## config.mk

```make
export PLATFORM = sky130hd
export DESIGN_NAME = serial_tx_wk
export DESIGN_NICKNAME = d
export VERILOG_FILES = /design/src/rtl/serial_tx_wk_pkg.sv /design/src/rtl/serial_tx_wk_fifo.sv /design/src/rtl/serial_tx_wk_seq.sv /design/src/rtl/serial_tx_wk.sv
export SDC_FILE = /design/constraint.sdc
export NUM_CORES = 1
export LEC_CHECK = 0
export ABC_AREA = 1
export BUFFER_PORTS_ARGS = -buffer_cell sky130_fd_sc_hd__buf_4
export CORE_MARGIN = 10
export CORE_UTILIZATION = 54
export CTS_BUF_LIST = sky130_fd_sc_hd__clkbuf_16
export DETAILED_ROUTE_END_ITERATION = 10
export GPL_TIMING_DRIVEN = 0
export HOLD_SLACK_MARGIN = 0.12
export PLACE_DENSITY = 0.75
export SYNTH_ARGS = -nofsm -noshare
export SYNTH_HDL_FRONTEND = slang
export SYNTH_SLANG_ARGS = --single-unit
```

## constraint.sdc

```tcl
create_clock -name clk -period 2.2 [get_ports clk]
set_input_delay 0.22 -clock clk [delete_from_list [all_inputs] [get_ports clk]]
set_output_delay 0.22 -clock clk [all_outputs]
set_load 0.1 [all_outputs]
```

## src/rtl/serial_tx_wk_pkg.sv

```systemverilog
package serial_tx_wk_pkg;
  localparam int unsigned BYTE_W = 8;

  typedef enum logic [2:0] {
    PH_IDLE,
    PH_START,
    PH_DATA,
    PH_WAKE,
    PH_PARITY,
    PH_STOP
  } tx_phase_e;

  typedef struct packed {
    logic wake_en;
    logic par_en;
    logic par_odd;
    logic two_stop;
  } frame_cfg_t;

  typedef struct packed {
    logic              wake;
    logic [BYTE_W-1:0] data;
  } tx_word_t;
endpackage

```

## src/rtl/serial_tx_wk_fifo.sv

```systemverilog
module serial_tx_wk_fifo #(
  parameter int unsigned WIDTH = 9,
  parameter int unsigned DEPTH = 4
) (
  input  logic             clk,
  input  logic             rst_n,
  input  logic             push,
  input  logic [WIDTH-1:0] push_word,
  input  logic             pop,
  output logic [WIDTH-1:0] head_word,
  output logic             not_empty,
  output logic             not_full
);
  localparam int unsigned PTR_W = (DEPTH > 1) ? $clog2(DEPTH) : 1;
  localparam int unsigned CNT_W = $clog2(DEPTH + 1);

  logic [WIDTH-1:0] slot_q [DEPTH];
  logic [PTR_W-1:0] wr_q, rd_q;
  logic [CNT_W-1:0] fill_q;

  assign not_empty = (fill_q != '0);
  assign not_full  = (fill_q != CNT_W'(DEPTH));
  assign head_word = slot_q[rd_q];

  function automatic logic [PTR_W-1:0] bump(input logic [PTR_W-1:0] p);
    return (p == PTR_W'(DEPTH - 1)) ? '0 : p + 1'b1;
  endfunction

  always_ff @(posedge clk or negedge rst_n) begin
    if (!rst_n) begin
      wr_q   <= '0;
      rd_q   <= '0;
      fill_q <= '0;
    end else begin
      if (push) wr_q <= bump(wr_q);
      if (pop)  rd_q <= bump(rd_q);
      case ({push, pop})
        2'b10:   fill_q <= fill_q + 1'b1;
        2'b01:   fill_q <= fill_q - 1'b1;
        default: fill_q <= fill_q;
      endcase
    end
  end

  for (genvar g = 0; g < DEPTH; g++) begin : g_slot
    always_ff @(posedge clk) begin
      if (push && wr_q == PTR_W'(g)) slot_q[g] <= push_word;
    end
  end

  AST_FIFO_BOUND: assert property (@(posedge clk) disable iff (!rst_n)
    fill_q <= CNT_W'(DEPTH));
  AST_NO_POP_EMPTY: assert property (@(posedge clk) disable iff (!rst_n)
    pop |-> not_empty);
endmodule

```

## src/rtl/serial_tx_wk_seq.sv

```systemverilog
module serial_tx_wk_seq
  import serial_tx_wk_pkg::*;
#(
  parameter int unsigned OVERSAMPLE = 16
) (
  input  logic       clk,
  input  logic       rst_n,
  input  logic       baud_tick,
  input  logic       cts_n,
  input  frame_cfg_t cfg,
  input  logic       word_valid,
  input  tx_word_t   word,
  output logic       word_pop,
  output logic       txd,
  output logic       busy
);
  localparam int unsigned TICK_W = $clog2(OVERSAMPLE);
  localparam int unsigned IDX_W  = $clog2(BYTE_W);
  localparam logic [TICK_W-1:0] TICK_LAST = TICK_W'(OVERSAMPLE - 1);
  localparam logic [IDX_W-1:0]  IDX_LAST  = IDX_W'(BYTE_W - 1);

  tx_phase_e         phase_q;
  logic [TICK_W-1:0] tick_q;
  logic [IDX_W-1:0]  idx_q;
  logic [BYTE_W-1:0] shift_q;
  logic              wake_q, par_q, stop2_q, txd_q;
  frame_cfg_t        cfg_q;
  logic              bit_done;

  assign busy     = (phase_q != PH_IDLE);
  assign txd      = txd_q;
  assign word_pop = !busy && word_valid && !cts_n;
  assign bit_done = busy && baud_tick && (tick_q == TICK_LAST);

  always_ff @(posedge clk or negedge rst_n) begin
    if (!rst_n) begin
      phase_q <= PH_IDLE;
      tick_q  <= '0;
      idx_q   <= '0;
      shift_q <= '0;
      wake_q  <= 1'b0;
      par_q   <= 1'b0;
      stop2_q <= 1'b0;
      txd_q   <= 1'b1;
      cfg_q   <= '0;
    end else if (word_pop) begin
      phase_q <= PH_START;
      tick_q  <= '0;
      idx_q   <= '0;
      shift_q <= word.data;
      wake_q  <= word.wake;
      par_q   <= (^word.data) ^ cfg.par_odd;
      stop2_q <= 1'b0;
      cfg_q   <= cfg;
      txd_q   <= 1'b0;
    end else if (busy && baud_tick) begin
      tick_q <= bit_done ? '0 : tick_q + 1'b1;
      if (bit_done) begin
        unique case (phase_q)
          PH_START: begin
            phase_q <= PH_DATA;
            txd_q   <= shift_q[0];
          end
          PH_DATA: begin
            if (idx_q != IDX_LAST) begin
              idx_q   <= idx_q + 1'b1;
              shift_q <= shift_q >> 1;
              txd_q   <= shift_q[1];
            end else if (cfg_q.wake_en) begin
              phase_q <= PH_WAKE;
              txd_q   <= wake_q;
            end else if (cfg_q.par_en) begin
              phase_q <= PH_PARITY;
              txd_q   <= par_q;
            end else begin
              phase_q <= PH_STOP;
              txd_q   <= 1'b1;
            end
          end
          PH_WAKE: begin
            if (cfg_q.par_en) begin
              phase_q <= PH_PARITY;
              txd_q   <= par_q;
            end else begin
              phase_q <= PH_STOP;
              txd_q   <= 1'b1;
            end
          end
          PH_PARITY: begin
            phase_q <= PH_STOP;
            txd_q   <= 1'b1;
          end
          PH_STOP: begin
            if (cfg_q.two_stop && !stop2_q) begin
              stop2_q <= 1'b1;
            end else begin
              phase_q <= PH_IDLE;
            end
            txd_q <= 1'b1;
          end
          default: begin
            phase_q <= PH_IDLE;
            txd_q   <= 1'b1;
          end
        endcase
      end
    end
  end

  AST_IDLE_LINE_HIGH: assert property (@(posedge clk) disable iff (!rst_n)
    !busy |-> txd);
  AST_LAUNCH_NEEDS_CTS: assert property (@(posedge clk) disable iff (!rst_n)
    $rose(busy) |-> !$past(cts_n));
  AST_HOLD_BETWEEN_TICKS: assert property (@(posedge clk) disable iff (!rst_n)
    (busy && !baud_tick) |=> $stable(txd));
  AST_START_LOW: assert property (@(posedge clk) disable iff (!rst_n)
    $rose(busy) |-> !txd);
endmodule

```

## src/rtl/serial_tx_wk.sv

```systemverilog
module serial_tx_wk
  import serial_tx_wk_pkg::*;
#(
  parameter int unsigned FIFO_DEPTH = 4,
  parameter int unsigned OVERSAMPLE = 16
) (
  input  logic              clk,
  input  logic              rst_n,
  input  logic              baud_tick,
  input  logic              cts_n,
  input  logic              cfg_wake_en,
  input  logic              cfg_par_en,
  input  logic              cfg_par_odd,
  input  logic              cfg_two_stop,
  input  logic              in_valid,
  input  logic [BYTE_W-1:0] in_data,
  input  logic              in_wake,
  output logic              in_ready,
  output logic              txd,
  output logic              tx_empty,
  output logic              overflow
);
  localparam int unsigned WORD_W = $bits(tx_word_t);

  tx_word_t   in_word, head;
  frame_cfg_t cfg;
  logic       has_word, pop, busy, ovf_q;

  assign in_word = '{wake: in_wake, data: in_data};
  assign cfg     = '{wake_en: cfg_wake_en, par_en: cfg_par_en,
                     par_odd: cfg_par_odd, two_stop: cfg_two_stop};

  serial_tx_wk_fifo #(.WIDTH(WORD_W), .DEPTH(FIFO_DEPTH)) u_fifo (
    .clk       (clk),
    .rst_n     (rst_n),
    .push      (in_valid && in_ready),
    .push_word (in_word),
    .pop       (pop),
    .head_word (head),
    .not_empty (has_word),
    .not_full  (in_ready)
  );

  serial_tx_wk_seq #(.OVERSAMPLE(OVERSAMPLE)) u_seq (
    .clk        (clk),
    .rst_n      (rst_n),
    .baud_tick  (baud_tick),
    .cts_n      (cts_n),
    .cfg        (cfg),
    .word_valid (has_word),
    .word       (head),
    .word_pop   (pop),
    .txd        (txd),
    .busy       (busy)
  );

  always_ff @(posedge clk or negedge rst_n) begin
    if (!rst_n)                     ovf_q <= 1'b0;
    else if (in_valid && !in_ready) ovf_q <= 1'b1;
  end

  assign overflow = ovf_q;
  assign tx_empty = !has_word && !busy;

  AST_DROP_FLAGS: assert property (@(posedge clk) disable iff (!rst_n)
    (in_valid && !in_ready) |=> overflow);
  AST_OVF_STICKY: assert property (@(posedge clk) disable iff (!rst_n)
    overflow |=> overflow);
  AST_EMPTY_QUIET: assert property (@(posedge clk) disable iff (!rst_n)
    tx_empty |-> (txd && in_ready));
endmodule

```

==> metrics.md, run 1 <==
| Metric | Value |
|---|---|
| Status | finished clean |
| Hold Crit Class | input pin to flip-flop |
| DP Area | 0.00362 mm² |
| Root Driver | clkbuf_16 |
| Yosys warnings | 0 |
| TritonCTS Buffers | 9 |
| DR pass1 iterations | 4 |
| First-pass GRT wire length | 11600 µm |
| Top_reg_cell synth | edfxtp_1 |
| Largest net degree at the start of global routing | 34 |
| Min Tclk post-route | 2.06 ns |
| Rows | 28 |
| Final std cell area, no fill | 0.00407 mm² |
| Synth top area share | 0.323 |
| Startpoint class of the critical path | flip-flop |
| Cells after DPL | 455 |
| Clock Latency Late Sink | 0.33 ns |
| Synth top area cells | edfxtp_1, dfrtp_1, nand2_1 |
| Required time worst endpoint | 2.41 ns |
| Final WL | 6950 µm |
| TritonCTS clock tree | built |
| P&R area growth vs syn | 21.5% |
| GRT Residual Overflow | 0 |
| Power per cell area | 1440 mW/mm² |
| Initial drt markers | 101 |
| RePlAce Congestion | 0.783 |
| Least-Margin Pin Slew | 0.937 ns |
| Synth Instances | 359 |
| DR WL/cell | 14.3 µm |
| Maximum root-to-sink buffer count | 2 |
| VDD IR max | 956 µV |
| Sequential element share of the synthesized area | 0.569 |
| Number of synthesized register bits | 69 |
| Synth top cells by count | nand2_1, inv_1, edfxtp_1, nand3_1, dfrtp_1 |
| Nets | 435 |
| Port buffer count | 21 |
| Io pins | 22 |
| Syn_area_per_cell | 9.33 µm² |
| Post-DP HPWL | 4470 µm |
| Worst Path Max Fanout | 7 |
| Initial antenna violation count | 0 |
| Period Utilization, post-route | 0.938 |
| GRT Util Overall | 0.146 |
| Setup Skew | 0.00629 ns |
| Final hold violation count | 0 |
| H-tree lvl count | 3 |
| Synthesized net count | 387 |
| Final setup fails | 0 |
| Dominant cell by count in the synthesized netlist | nand2_1 |
| Fmax | 0.485 GHz |
| Vias per cell | 5.12 |
| Mapped cell area | 0.00335 mm² |
| Detail Route Antenna Nets | 0 |
| RSZ-0062 raised after global routing | false |
| Post-synth EDFFs | 36 |
| Final core occ | 0.684 |
| Vias in the first global route | 2538 |
| Die Y | 98.8 µm |
| Endpoint type of the worst setup path | flip-flop |
| Post-synth cell types | 34 |
| Number of max-cap violations | 0 |
| Initial Utilization | 0.563 |
| # diodes | 0 |
| Via count | 2495 |
| Non-filler cells, final | 487 |
| Leading area contributor after synthesis | edfxtp_1 |
| Lkg Pwr | 0.00190 µW |
| Hold WS | 0.151 ns |
| Die Footprint | 0.00976 mm² |
| Max-slew violation count | 0 |
| Layout cell share with drive strength beyond 1 | 0.172 |
| Tot Pwr | 5850 µW |
| Core area | 0.00596 mm² |
| Worst Path Arrival | 2.27 ns |
| Async S/R FF share, synth | 0.478 |
| DRC | 0 |
| Clock slew at reported path FFs | 0.06 ns |
| Max_slew headroom | 0.373 |
| CTS Sinks | 69 |
| WS Path Type | flip-flop to flip-flop |
| Die Wd | 98.8 µm |
[cells in the final DEF, fill, tap and decap left out, types with 2 or more instances in the layout]
cell	instances
a21oi_1	9
a31oi_1	2
buf_2	7
buf_4	26
clkbuf_16	9
clkinv_2	2
clkinvlp_4	3
dfrtp_1	31
dlygate4sd3_1	13
edfxtp_1	36
ha_1	9
inv_1	37
inv_2	3
nand2_1	108
nand2_2	6
nand3_1	34
nand3_4	2
nor2_1	29
nor2_8	4
nor3_1	2
o21ai_0	14
o21ai_1	4
o22ai_1	2
xnor2_1	2
[final timing paths]
path                                       start          endpoint  slack, ns  cells after the start
worst max-delay path            u_seq.phase_q[0]  u_fifo.fill_q[2]       0.14                     11
min in group asynchronous                  rst_n   u_seq.tick_q[2]       0.38                      2
worst max register to register  u_seq.phase_q[0]  u_fifo.fill_q[2]       0.14                     11
max in group asynchronous                  rst_n  u_seq.phase_q[0]       1.49                      2
worst min-delay path                    in_valid          overflow       0.15                      3
worst min register to register          overflow          overflow       0.48                      1
[worst max-delay path, cell delays in order, from the launching register on]
cell     delay (ns)
dfrtp_2        0.45
nor2_4         0.13
nand2_2        0.08
nor2_2         0.13
nand2_4        0.11
inv_8          0.08
ha_1           0.13
inv_1          0.06
fa_1           0.38
a21oi_1        0.15
o21ai_0        0.11
xnor2_1        0.14
[repair_timing]
| item | CTS | global route |
|---|---|---|
| pin swaps | 0 | 1 |
| buffers inserted | 1 | 3 |
| hold buffers | 13 | 0 |
| gates resized for setup | 1 | 2 |
| setup endpoints to repair | 2 | 1 |
| hold endpoints to repair | 71 | 0 |
[registers in the layout (all words and copies together), names as in the netlist]
signal,cells
u_fifo.fill_q,3
u_fifo.wr_q,2
u_seq.shift_q,8
u_seq.stop2_q,1
u_fifo.rd_q,2
u_seq.wake_q,1
u_seq.cfg_q,3
u_seq.phase_q,3
u_seq.tick_q,4
u_seq.txd,1
u_seq.idx_q,3
overflow,1
u_seq.par_q,1
u_fifo.slot_q,36
[logic make-up (layout without fill, tap and decap cells)]
logic type      Yosys count  in the layout  share of synthesized area
xor+xnor                  2              2                    0.00523
buf+inv                  51            104                     0.0635
simple gates            190            190                      0.260
compound gates           36             36                     0.0597
flops                    69             69                      0.569
fa+ha+maj                10             10                     0.0396
mux                       1              1                    0.00299
[through the flow]
| stage | setup slack [ns] | setup TNS (ns) |
|---|---|---|
| 2_1_floorplan | 0.00234 | 0 |
| 4_1_cts | 0.0803 | 0 |
| 3_3_place_gp | -0.248 | -0.282 |
| 6_report | 0.137 | 0 |
| 3_5_place_dp | -0.253 | -0.296 |
| 5_1_grt | 0.0167 | 0 |
[power by group]
part / switching (µW) / leakage (µW) / internal (µW)
Combinational: 1620 / 0.00104 / 778
Clock: 536 / 0.000135 / 868
Sequential: 245 / 0.000734 / 1800
Total: 2400 / 0.00190 / 3450
[layout make-up]
| cell class | count | area, µm² |
|---|---|---|
| Timing Repair Buffer | 38 | 318 |
| Buffer | 8 | 42.5 |
| Clock inverter | 7 | 66.3 |
| Fill cell | 444 | 1880 |
| Sequential cell | 69 | 1910 |
| Clock buffer | 9 | 225 |
| Inverter | 42 | 168 |
| Tap cell | 75 | 93.8 |
| Multi-Input combinational cell | 239 | 1250 |
[routing by layer]
metal  wire length, µm  share of wire  global-route usage  vias up
li1                  -              -                   -     1266
met2              3560           0.51               0.258       49
met1              2850           0.41               0.155     1166
met4               178          0.026              0.0838        0
met5                 0              0                   0        -
met3               363          0.052              0.0363       14
Power figures use the tool's default switching activity.
==> inputs of run 2 (changes only) <==
- CORE_UTILIZATION: 54 -> 35
- PLACE_DENSITY: 0.75 -> default
- SYNTH_HIERARCHICAL: default -> 1
==> run 2 against run 1 <==
- global-route usage fell by 4.4 points
- worst setup slack improved by 0.035 ns
- non-clock buffer count rose by 1
- routed wire length fell by 0.60%
- sequential power fell by 5%
- largest power group unchanged
- count of clock-buffer cells in the layout did not move
==> metrics.md, run 2 <==
| Metric | Value |
|---|---|
| Hold Crit Class | input pin to flip-flop (unchanged) |
| Largest registers | u_fifo/slot_q x36, u_seq/shift_q x8, u_seq/tick_q x4 (was u_fifo.slot_q x36, u_seq.shift_q x8, u_seq.tick_q x4) |
| Layout cell share with drive strength beyond 1 | 0.170 (was 0.172) |
| Die Footprint | 0.0141 mm² (was 0.00976 mm²) |
| Synth top cells by count | nand2_1, inv_1, edfxtp_1, dfrtp_1, nor2_1 (was nand2_1, inv_1, edfxtp_1, nand3_1, dfrtp_1) |
| Top_reg_cell synth | edfxtp_1 (unchanged) |
| Min Tclk post-route | 2.03 ns (was 2.06 ns) |
| Critical R2R Launch | u_fifo/fill_q[2] (was u_seq.phase_q[0]) |
| Internal power | 3500 µW (was 3450 µW) |
| Vias per cell | 4.56 (was 5.12) |
| Sw Share | 0.381 (was 0.411) |
| Synth Instances | 370 (was 359) |
| Worst r2r dst | u_fifo/fill_q[2] (was u_fifo.fill_q[2]) |
| Max reg flops | 36 (unchanged) |
| Final hold violation count | 0 (unchanged) |
| Yosys warnings | 6 (was 0) |
| Worst hold stages | 4 (was 3) |
| Core area | 0.00937 mm² (was 0.00596 mm²) |
| Clock power share | 0.281 (was 0.240) |
| Startpoint class of the critical path | flip-flop (unchanged) |
| Grt met3 use | 0.0319 (was 0.0363) |
| Least-Margin Pin Slew | 0.447 ns (was 0.937 ns) |
| Sequential power share | 0.344 (was 0.350) |
| Syn_area_per_cell | 9.21 µm² (was 9.33 µm²) |
| Setup Skew | 0.00943 ns (was 0.00629 ns) |
| Clock slew at reported path FFs | 0.06 ns (about the same) |
| Rows | 35 (was 28) |
| Power per cell area | 1330 mW/mm² (was 1440 mW/mm²) |
| Clock Latency Late Sink | 0.33 ns (about the same) |
| Vias in the first global route | 2607 (was 2538) |
| GR Util met2 | 0.170 (was 0.258) |
| Period Utilization, post-route | 0.922 (was 0.938) |
| Die Y | 119 µm (was 98.8 µm) |
| VDD IR max | 656 µV (was 956 µV) |
| Io pins | 22 (unchanged) |
| Most flop-heavy register | u_fifo/slot_q (was u_fifo.slot_q) |
| Die Wd | 119 µm (was 98.8 µm) |
| RePlAce Congestion | 0.873 (was 0.783) |
| Dominant cell by count in the synthesized netlist | nand2_1 (unchanged) |
| P&R area growth vs syn | 24.6% (was 21.5%) |
| GRT Util Overall | 0.102 (was 0.146) |
| DR pass1 iterations | 4 (unchanged) |
| Final setup fails | 0 (unchanged) |
| Synth top area cells | edfxtp_1, dfrtp_1, nand2_1 (unchanged) |
| Initial antenna violation count | 0 (unchanged) |
| Maximum root-to-sink buffer count | 2 (unchanged) |
| Initial drt markers | 100 (was 101) |
| Logic gate share of total power | 0.375 (was 0.410) |
| # diodes | 0 (unchanged) |
| Hold WS | 0.253 ns (was 0.151 ns) |
| Root Driver | clkbuf_16 (unchanged) |
| Final core occ | 0.453 (was 0.684) |
| Nets | 447 (was 435) |
| Post-DP HPWL | 4680 µm (was 4470 µm) |
| Fmax | 0.493 GHz (was 0.485 GHz) |
| CTS Sinks | 69 (unchanged) |
| Sequential element share of the synthesized area | 0.560 (was 0.569) |
| Endpoint type of the worst setup path | flip-flop (unchanged) |
| Number of max-cap violations | 0 (unchanged) |
| H-tree lvl count | 3 (unchanged) |
| Max-slew violation count | 0 (unchanged) |
| Post-synth EDFFs | 36 (unchanged) |
| Status | finished clean (unchanged) |
| Initial Utilization | 0.364 (was 0.563) |
| Detail Route Antenna Nets | 0 (unchanged) |
| Hold Crit Start | baud_tick (was in_valid) |
| Max_slew headroom | 0.702 (was 0.373) |
| WS Path Type | flip-flop to flip-flop (unchanged) |
| Worst Path Arrival | 2.25 ns (was 2.27 ns) |
| Number of synthesized register bits | 69 (unchanged) |
| GRT Residual Overflow | 0 (unchanged) |
| Worst Hold End | u_seq/tick_q[1] (was overflow) |
| Switching pwr | 2160 µW (was 2400 µW) |
| First-pass GRT wire length | 12000 µm (was 11600 µm) |
| Reg2Reg Depth | 13 (was 11) |
| Final WL | 6910 µm (was 6950 µm) |
| GR peak layer | met2 (unchanged) |
| Worst Path Max Fanout | 22 (was 7) |
| Post-synth cell types | 33 (was 34) |
| Synthesized net count | 398 (was 387) |
| Commonest non-fill, non-tap cells in the layout | nand2_1, inv_1, edfxtp_1 (unchanged) |
| DR WL/cell | 12.5 µm (was 14.3 µm) |
| GR Util met1 | 0.121 (was 0.155) |
| Required time worst endpoint | 2.42 ns (was 2.41 ns) |
| TritonCTS clock tree | built (unchanged) |
| Largest net degree at the start of global routing | 34 (unchanged) |
| Async S/R FF share, synth | 0.478 (unchanged) |
| TritonCTS Buffers | 9 (unchanged) |
| Leading area contributor after synthesis | edfxtp_1 (unchanged) |
| Synth top area share | 0.317 (was 0.323) |
| Port buffer count | 21 (unchanged) |
| Most common cell after layout, fill and taps aside | nand2_1 (unchanged) |
| Lkg Pwr | 0.00204 µW (was 0.00190 µW) |
| DRC | 0 (unchanged) |
| Reg2Reg Setup Slack | 0.17 ns (was 0.14 ns) |
| Mapped cell area | 0.00341 mm² (was 0.00335 mm²) |
| RSZ-0062 raised after global routing | false (unchanged) |
| Via count | 2521 (was 2495) |
run 2: changes by cell type in the layout (fill, tap and decap cells not counted), sizes merged, moves of 2 or more:
cell and change:
nand4 +2, nor2 -13, inv +20, a21oi -7, nand2 +13, o211ai +19, clkinvlp -2, o21ai +2
nand3 -19, o22ai -2
run 2: area by class of cell:
type / count / area, µm²
repair buffers: 39 / 328
multi-input cells: 232 / 1220
flip-flops and latches: 69 / 1910
fillers: 924 / 5120
clock inverters: 7 / 105
clock buffers: 9 / 225
inverters: 60 / 230
well taps: 129 / 161
plain buffers: 8 / 72.6
run 2: worst max path at each step:
stage	startpoint	endpoint	slack (ns)
after floorplan	u_fifo/fill_q[0]	u_fifo/fill_q[2]	0.05
after global placement	u_fifo/fill_q[0]	u_fifo/fill_q[2]	-0.16
after detailed placement	u_fifo/fill_q[0]	u_fifo/fill_q[2]	-0.19
after CTS	u_fifo/fill_q[2]	u_fifo/fill_q[2]	0.02
after global routing	u_fifo/fill_q[0]	u_fifo/fill_q[2]	0.01
final	u_fifo/fill_q[2]	u_fifo/fill_q[2]	0.17
run 2: logic make-up after synthesis:
kind of cell	share of synthesized area
simple gates	0.207
fa+ha+maj	0.0389
compound gates	0.0999
xor+xnor	0.00514
buf+inv	0.0888
flops	0.560
run 2: per-layer routing:
| layer | share of wire | wire [µm] |
|---|---|---|
| met5 | 0 | 0 |
| met4 | 0.0081 | 56 |
| met3 | 0.036 | 248 |
| met2 | 0.49 | 3350 |
| met1 | 0.47 | 3250 |
run 2: timing repair:
action	4_1_cts	5_1_grt
resized for setup	5	2
pin swaps	0	1
buffers inserted	0	4
hold buffers	14	0
endpoints found under the setup margin	2	2
endpoints found under the hold margin	72	0
run 2: critical path: stages (launching register included):
cell	delay [ns]
dfrtp_1	0.37
inv_1	0.07
nand3_2	0.09
inv_1	0.04
nor2_1	0.12
nand3_2	0.13
clkinv_4	0.16
ha_1	0.19
inv_1	0.07
fa_1	0.39
nand2_1	0.11
nand3_1	0.09
nand2_1	0.06
nand2_1	0.04
run 2: metrics by stage:
step | setup slack, ns | instances | TNS, ns | total power, µW | instance area, µm²
after floorplan | 0.0517 | 370 | 0 | 3530 | 3420
after global placement | -0.161 | 520 | -0.249 | 3960 | 3740
after detailed placement | -0.195 | 520 | -0.327 | 4020 | 3740
after CTS | 0.0229 | 550 | 0 | 5680 | 4230
after global routing | 0.0133 | 553 | 0 | 6120 | 4250
final | 0.171 | 553 | 0 | 5660 | 4250
run 2: power groups by stage:
stage                     Combinational, µW  Clock, µW  Sequential, µW
after global routing                   2440       1690            1980
after global placement                 2000          0            1960
after CTS                              2110       1630            1950
final                                  2120       1590            1950
after detailed placement               2050          0            1970
after floorplan                        1590          0            1950
==> inputs of run 3 (changes only) <==
- PLACE_DENSITY_LB_ADDON: default -> 0.1
- TNS_END_PERCENT: default -> 100
==> run 3 against run 2 <==
- worst setup slack got worse by 0.050 ns
- largest cell class unchanged
- cell area shrank 1.4%
- maximum frequency shrank 2.4%
- critical endpoint unchanged
==> metrics.md, run 3 (same netlist as run 2, synthesis figures left out) <==
| Metric | Value |
|---|---|
| Power per cell area | 1300 mW/mm² (was 1330 mW/mm²) |
| Reg2Reg Setup Slack | 0.12 ns (was 0.17 ns) |
| CTS Sinks | 69 (unchanged) |
| H-tree lvl count | 3 (unchanged) |
| Die Y | 119 µm (unchanged) |
| Min Tclk post-route | 2.08 ns (was 2.03 ns) |
| Number of max-cap violations | 0 (unchanged) |
| Die Footprint | 0.0141 mm² (unchanged) |
| RSZ-0062 raised after global routing | true (was false) |
| Via count | 2461 (was 2521) |
| Most flop-heavy register | u_fifo/slot_q (unchanged) |
| # diodes | 0 (unchanged) |
| WS Path Type | flip-flop to flip-flop (unchanged) |
| Largest registers | u_fifo/slot_q x36, u_seq/shift_q x8, u_seq/tick_q x4 (unchanged) |
| Worst Hold End | u_seq/tick_q[1] (unchanged) |
| Final setup fails | 0 (unchanged) |
| Max-slew violation count | 0 (unchanged) |
| Rows | 35 (unchanged) |
| P&R area growth vs syn | 22.9% (was 24.6%) |
| Worst Path Max Fanout | 22 (unchanged) |
| Endpoint type of the worst setup path | flip-flop (unchanged) |
| Worst hold stages | 4 (unchanged) |
| Startpoint class of the critical path | flip-flop (unchanged) |
| Hold Crit Start | baud_tick (unchanged) |
| Worst r2r dst | u_fifo/fill_q[2] (unchanged) |
| Max_slew headroom | 0.709 (was 0.702) |
| VDD IR max | 513 µV (was 656 µV) |
| Root Driver | clkbuf_16 (unchanged) |
| Largest net degree at the start of global routing | 34 (unchanged) |
| Final WL | 6800 µm (was 6910 µm) |
| First-pass GRT wire length | 11500 µm (was 12000 µm) |
| Place WS | -0.234 ns (was -0.195 ns) |
| Port buffer count | 21 (unchanged) |
| Vias in the first global route | 2484 (was 2607) |
| Status | finished clean (unchanged) |
| Initial drt markers | 57 (was 100) |
| Die Wd | 119 µm (unchanged) |
| TritonCTS Buffers | 9 (unchanged) |
| Critical R2R Launch | u_seq/phase_q[0] (was u_fifo/fill_q[2]) |
| Initial antenna violation count | 0 (unchanged) |
| TritonCTS clock tree | built (unchanged) |
| DR pass1 iterations | 4 (unchanged) |
| Period Utilization, post-route | 0.945 (was 0.922) |
| Detail Route Antenna Nets | 0 (unchanged) |
| Setup Skew | 0.00853 ns (was 0.00943 ns) |
| Core area | 0.00937 mm² (unchanged) |
| GRT Residual Overflow | 0 (unchanged) |
| RePlAce Congestion | 0.758 (was 0.873) |
| Most common cell after layout, fill and taps aside | nand2_1 (unchanged) |
| Least-Margin Pin Slew | 0.437 ns (was 0.447 ns) |
| Initial Utilization | 0.364 (unchanged) |
| Reg2Reg Depth | 10 (was 13) |
| Commonest non-fill, non-tap cells in the layout | nand2_1, inv_1, edfxtp_1 (unchanged) |
| Clock slew at reported path FFs | 0.06 ns (about the same) |
| DRC | 0 (unchanged) |
| Nets | 443 (was 447) |
| Layout cell share with drive strength beyond 1 | 0.162 (was 0.170) |
| Max reg flops | 36 (unchanged) |
| Clock Latency Late Sink | 0.33 ns (about the same) |
| GRT Util Overall | 0.0998 (was 0.102) |
| Final setup margin | 0.121 ns (was 0.171 ns) |
| Fmax | 0.481 GHz (was 0.493 GHz) |
| Maximum root-to-sink buffer count | 2 (unchanged) |
| Vias per cell | 4.48 (was 4.56) |
| Lkg Pwr | 0.00201 µW (was 0.00204 µW) |
| Post-DP HPWL | 4840 µm (was 4680 µm) |
| Final hold violation count | 0 (unchanged) |
| Io pins | 22 (unchanged) |
| Fillcell total | 933 (was 924) |
| Worst Path Arrival | 2.30 ns (was 2.25 ns) |
| DR WL/cell | 12.4 µm (was 12.5 µm) |
| Hold Crit Class | input pin to flip-flop (unchanged) |
| Final core occ | 0.447 (was 0.453) |
| Required time worst endpoint | 2.42 ns (about the same) |
-- run 3: final cells by class --
class | count | area (µm²) | share of cell area
inverters | 60 | 230 | 0.0550
repair buffers | 35 | 298 | 0.0711
well taps | 129 | 161 | 0.0385
clock inverters | 7 | 73.8 | 0.0176
plain buffers | 8 | 72.6 | 0.0173
flip-flops and latches | 69 | 1910 | 0.455
multi-input cells | 232 | 1220 | 0.291
clock buffers | 9 | 225 | 0.0538
-- run 3: how the worst max path moves through the flow --
stage | from | to | slack (ns) | cells after the start
6_report | u_seq/phase_q[0] | u_fifo/fill_q[2] | 0.12 | 10
5_1_grt | u_fifo/fill_q[1] | u_fifo/fill_q[1] | -0.05 | 10
4_1_cts | u_seq/phase_q[0] | u_fifo/fill_q[2] | 0.03 | 11
3_5_place_dp | u_fifo/fill_q[0] | u_fifo/fill_q[2] | -0.23 | 14
3_3_place_gp | u_fifo/fill_q[0] | u_fifo/fill_q[2] | -0.19 | 14
2_1_floorplan | u_fifo/fill_q[0] | u_fifo/fill_q[2] | 0.05 | 13
-- run 3: worst max-delay path, stage by stage (launching register included) --
cell	delay (ns)
dfrtp_1	0.49
nor2_4	0.24
nand3_2	0.14
clkinv_4	0.17
ha_1	0.19
inv_1	0.07
fa_1	0.37
nand2_1	0.10
nand3_1	0.08
nand2_1	0.06
nand2_1	0.05
-- run 3: report_power, final --
part / leakage, µW / internal (µW) / switching (µW)
Clock: 0.000150 / 808 / 621
Sequential: 0.000740 / 1740 / 206
Combinational: 0.00112 / 716 / 1350
-- run 3: stage by stage --
| stage | hold slack, ns | area, µm² | cells | power (µW) | setup TNS [ns] |
|---|---|---|---|---|---|
| 6_report | 0.238 | 4190 | 549 | 5430 | 0 |
| 5_1_grt | 0.280 | 4190 | 549 | 5890 | -0.0868 |
| 4_1_cts | 0.238 | 4200 | 550 | 5520 | 0 |
| 3_5_place_dp | 0.199 | 3740 | 520 | 4030 | -0.419 |
| 3_3_place_gp | 0.205 | 3740 | 520 | 4000 | -0.343 |
| 2_1_floorplan | -0.0756 | 3420 | 370 | 3530 | 0 |
-- run 3: routing by layer --
metal | global-route usage | part of all wire | vias to the layer above | routed length (µm)
met5 | 0 | 0 | - | 0
met4 | 0.0336 | 0.011 | 0 | 78
met3 | 0.0333 | 0.035 | 8 | 238
met2 | 0.173 | 0.48 | 25 | 3290
met1 | 0.113 | 0.47 | 1138 | 3200
li1 | - | - | 1290 | -
-- run 3: what timing repair did --
item / in CTS / in global routing
gates resized for setup: 6 / 2
hold endpoints to repair: 72 / 0
hold buffers: 14 / 0
setup buffers: 0 / 0
gates cloned: 0 / 0
setup endpoints to repair: 2 / 2
